==> src/rtl/edge_pend_ctrl.sv <==
module edge_pend_ctrl #(
  parameter int ADDR_W = 8,
  parameter int NLINE = 4,
  parameter logic [ADDR_W-1:0] OFS_MASK = 8'h28,
  parameter logic [ADDR_W-1:0] OFS_RISE = 8'h2C,
  parameter logic [ADDR_W-1:0] OFS_FALL = 8'h30,
  parameter logic [ADDR_W-1:0] OFS_PEND = 8'h34,
  parameter logic [ADDR_W-1:0] OFS_SWT  = 8'h38
) (
  input  logic              clk,
  input  logic              rst_n,
  input  logic [NLINE-1:0]  line_in,
  input  logic [ADDR_W-1:0] bus_addr,
  input  logic              bus_wen,
  input  logic [31:0]       bus_wdata,
  output logic [31:0]       bus_rdata,
  output logic              irq_o
);

  function automatic logic [NLINE-1:0] pick(input logic [31:0] w);
    return {w[9], w[8], w[1], w[0]};
  endfunction

  function automatic logic [31:0] spread(input logic [NLINE-1:0] v);
    return {22'b0, v[3:2], 6'b0, v[1:0]};
  endfunction

  logic [NLINE-1:0] sync1, sync2, prev;
  logic [NLINE-1:0] mask, rise, fall, pend, swt;
  logic             irq_q;

  wire [NLINE-1:0] wbits  = pick(bus_wdata);
  wire [NLINE-1:0] edg    = (sync2 & ~prev & rise) | (~sync2 & prev & fall);
  wire [NLINE-1:0] clr    = (bus_wen && bus_addr == OFS_PEND) ? wbits : '0;
  wire [NLINE-1:0] sw_set = (bus_wen && bus_addr == OFS_SWT) ? (wbits & ~swt & mask) : '0;

  always_ff @(posedge clk or negedge rst_n) begin
    if (!rst_n) begin
      sync1 <= '0;
      sync2 <= '0;
      prev  <= '0;
      mask  <= '0;
      rise  <= '0;
      fall  <= '0;
      pend  <= '0;
      swt   <= '0;
      irq_q <= 1'b0;
    end else begin
      sync1 <= line_in;
      sync2 <= sync1;
      prev  <= sync2;
      if (bus_wen && bus_addr == OFS_MASK) mask <= wbits;
      if (bus_wen && bus_addr == OFS_RISE) rise <= wbits;
      if (bus_wen && bus_addr == OFS_FALL) fall <= wbits;
      pend  <= (pend & ~clr) | edg | sw_set;
      swt   <= (swt | sw_set) & ~clr;
      irq_q <= |(pend & mask);
    end
  end

  always_comb begin
    case (bus_addr)
      OFS_MASK: bus_rdata = spread(mask);
      OFS_RISE: bus_rdata = spread(rise);
      OFS_FALL: bus_rdata = spread(fall);
      OFS_PEND: bus_rdata = spread(pend);
      OFS_SWT:  bus_rdata = spread(swt);
      default:  bus_rdata = '0;
    endcase
  end

  assign irq_o = irq_q;

  logic past_ok;
  always_ff @(posedge clk or negedge rst_n)
    if (!rst_n) past_ok <= 1'b0;
    else        past_ok <= 1'b1;

  p_sticky_r6: assert property (@(posedge clk) disable iff (!rst_n)
    (past_ok && !(bus_wen && bus_addr == OFS_PEND)) |=> ((pend & $past(pend)) == $past(pend)));

  p_swt_in_pend_r10: assert property (@(posedge clk) disable iff (!rst_n)
    (swt & ~pend) == '0);

  p_swt_masked_r9: assert property (@(posedge clk) disable iff (!rst_n)
    past_ok |-> ((swt & ~$past(swt) & ~$past(mask)) == '0));

  p_irq_rise_r11: assert property (@(posedge clk) disable iff (!rst_n)
    (past_ok && $rose(irq_q)) |-> $past((pend & mask) != '0));

endmodule

==> config.mk <==
export PLATFORM = sky130hd
export DESIGN_NAME = edge_pend_ctrl
export DESIGN_NICKNAME = d
export VERILOG_FILES = /design/src/rtl/edge_pend_ctrl.sv
export SDC_FILE = /design/constraint.sdc
export NUM_CORES = 1
export LEC_CHECK = 0
export CAP_MARGIN = 20
export CORE_ASPECT_RATIO = 0.9
export CORE_UTILIZATION = 37
export CTS_CLUSTER_DIAMETER = 50
export CTS_CLUSTER_SIZE = 10
export DETAILED_ROUTE_END_ITERATION = 16
export HOLD_SLACK_MARGIN = 0.05
export PLACE_DENSITY = 0.88
export SYNTH_ARGS = -nofsm -noshare
export SYNTH_HDL_FRONTEND = slang
export SYNTH_SLANG_ARGS = --single-unit
==> constraint.sdc <==
create_clock -name clk -period 1.62 [get_ports clk]
set_input_delay 0.243 -clock clk [delete_from_list [all_inputs] [get_ports clk]]
set_output_delay 0.243 -clock clk [all_outputs]
set_load 0.005 [all_outputs]
==> impl_metrics.toml <==
[outcome]
status = "finished, violations left"
violations = "setup timing"

[worst_setup_path]
worstSetupStartpointType = "input port"
path_delay_family = "simple AND/OR/NAND/NOR gates"
path_cells = "buf_8 -> or4b_4 -> buf_6 -> o22ai_1 -> a22o_1 -> buf_2"
crit_arrival_ns = 1.45
worstPathRequired_ns = 1.38
crit_path_end_kind = "output pin"
critPathBufInv = 3
crit_type = "in -> out"
critPathSlowestCell = "or4b_4"
cp_slowest_stage_delay_ns = 0.55
cp_max_fo = 6

[place]
gp_congestion = 0.850
io_buffers = 23
hpwlAfterDp_microns = 2670

[power]
leakage_nw = 1.09
power_mw = 1.94
ir_drop_mv = 0.392
p_per_area_mw_per_mm2 = 839

[sta]
fmax_mhz = 589
clock_skew_ns = 0.00639
finalCriticalPeriod_ns = 1.70
hold_viol = 0
fin_crit_sh_pct = 105
rsz0062_at_grt = "true"
final_max_slew_viol_count = 0
fin_setup_tns_ns = -0.571
final-setup-viol-count = 12
fin_ws_ns = -0.0776

[job]
drv_cap = 0

[global_routing]
grt_pass1_wl_microns = 6380
grt_max_degree = 34
grt.total_usage_pct = 18.1
antenna_found_initial = 0
grt_pass1_vias = 1278
grt_overflow = 0

[synth]
synth-simple-area-share_pct = 12.7
synthAdderAreaFrac_pct = 0
synth_top_family_by_area = "buffers and inverters"
syn_area_sq_mm = 0.00175
synth-seq-cells = 33
syn-instance-count = 154
synthXorXnorAreaFrac_pct = 0
synth.area.mux_share_pct = 14.0
synth_warnings = 0
syn_avg_cell_area_sq_um = 11.4
ys_seq_area_share_pct = 47.2
synth_compound_area_share_pct = 11.4
ys_types = 29

[finish]
antenna_cells = 0
area_growth_pct = 32.5
layout_common_cells = "dfrtp_1 (33), conb_1 (28), buf_4 (20), nand2_1 (15), clkdlybuf4s50_1 (11)"
layout.nets = 251
final_common_cell = "dfrtp_1"
drive_gt1_share_pct = 36.6

[route]
ant_nets = 0
drtIter0Drc = 73
drc = 0
via_count = 1296
vias_per_cell = 4.85
routedWlPerCell_microns = 15.4
wl_microns = 4110
first_pass_iters = 4

[die]
die_y_microns = 67.3
rows = 23
die-area_sq_mm = 0.00501
core_area_sq_mm = 0.00449
initial_core_util_pct = 39.0
die_x_microns = 74.5
ioPinCount = 80

[clocking]
cts_tree = "yes"
clockBufferDepth = 2
clkSlewWorstSetupHoldPaths_ns = 0.06
cts_htree_levels = 2
worst_skew_pair.late_latency_ns = 0.29
clkSinkCount = 33
root_buffer = "clkbuf_8"
cts_made_buffers = 5

[hold_path]
hold_class = "reg -> reg"
-- path summary, 6_finish.rpt --
path	from	end	slack (ns)	cells past startpoint
min in group asynchronous	rst_n	irq_o	0.37	2
worst min-delay path	sync1[0]	sync2[0]	0.35	0
worst max register to register	mask[2]	swt[2]	0.31	3
worst min register to register	sync1[0]	sync2[0]	0.35	0
max in group asynchronous	rst_n	prev[0]	0.95	2
worst max-delay path	bus_addr[1]	bus_rdata[1]	-0.08	6
-- synth_stat cells --
| master | count | share of area [%] |
|---|---|---|
| nand3b_1 | 4 | 1.7 |
| nand2_1 | 15 | 3.2 |
| a22oi_1 | 6 | 2.6 |
| or4_1 | 4 | 1.7 |
| or4b_2 | 1 | 0.57 |
| buf_2 | 2 | 0.57 |
| mux2_2 | 4 | 2.6 |
| nand2b_1 | 1 | 0.36 |
| or2_2 | 1 | 0.36 |
| o22ai_1 | 4 | 1.4 |
| or3b_4 | 1 | 0.64 |
| conb_1 | 1 | 0.21 |
| dfrtp_1 | 33 | 47 |
| mux2i_1 | 8 | 4.6 |
| inv_1 | 5 | 1.1 |
| or4_4 | 1 | 0.64 |
| mux2_4 | 8 | 6.9 |
| buf_4 | 28 | 12 |
| nor4_2 | 1 | 0.71 |
| a22o_1 | 4 | 2.0 |
| nor4_1 | 2 | 0.71 |
| or4b_1 | 1 | 0.57 |
| clkbuf_1 | 4 | 0.86 |
| or3_1 | 1 | 0.36 |
| or3_4 | 1 | 0.64 |
| o41ai_1 | 4 | 2.0 |
| o211ai_1 | 4 | 1.7 |
| nor3b_1 | 1 | 0.43 |
| o21a_1 | 4 | 1.7 |
-- per-stage QoR --
| step | instances | util (%) | hold WS, ns | worst slack [ns] | instance area [sq um] |
|---|---|---|---|---|---|
| after floorplan | 181 | - | -0.0526 | -0.0783 | 1890 |
| after global placement | 252 | 46.9 | 0.332 | -0.766 | 2100 |
| after detailed placement | 252 | 46.9 | 0.336 | -0.778 | 2100 |
| after CTS | 266 | 50.3 | 0.350 | -0.122 | 2260 |
| after global routing | 267 | 51.6 | 0.360 | -0.130 | 2320 |
| final | 267 | 51.6 | 0.347 | -0.0776 | 2320 |
-- repair_timing --
action	4_1_cts	5_1_grt
setup endpoints to repair	24	17
pin swaps	12	8
hold buffers	0	0
gates resized for setup	54	13
setup buffers	6	1
-- metal layers --
metal | global-route usage [%] | vias to the layer above | wire, microns
met1 | 23.5 | 634 | 1700
met3 | 5.37 | 15 | 233
li1 | - | 597 | -
met4 | 8.96 | 0 | 122
met5 | 0 | - | 0
met2 | 27.4 | 50 | 2050
-- where the power goes --
part           leakage (nW)  total (mW)  switching (mW)  internal [mW]
sequential            0.391       0.897          0.0300          0.867
combinational         0.644       0.251           0.121          0.130
clock                0.0585       0.797           0.296          0.501
total                  1.09        1.94           0.447           1.50
-- worst register-to-register path: stages, from the launching register on --
cell and delay [ns]:
dfrtp_1 0.41, nand2_1 0.08, or4_4 0.53, a22oi_1 0.21
-- cell type report --
type / instances / area (sq um)
tap: 62 / 77.6
clock inverter: 1 / 30.0
inverter: 5 / 18.8
sequential: 33 / 826
clock buffer: 7 / 86.3
fill: 398 / 2170
multi-input combinational: 109 / 845
timing repair buffer: 50 / 435
-- kinds of logic (layout without fill, tap and decap cells) --
family	count (synthesis)	count (layout)
flops	33	33
compound gates	26	26
buf+inv	39	63
other cells	1	28
mux	20	20
simple gates	35	35
-- sequential cells by signal, indices dropped and copies added, names as in the netlist --
signal,count
fall,4
mask,4
rise,4
prev,4
sync1,4
irq_o,1
swt,4
sync2,4
pend,4
Note: power is estimated with default switching activity, not from simulation.
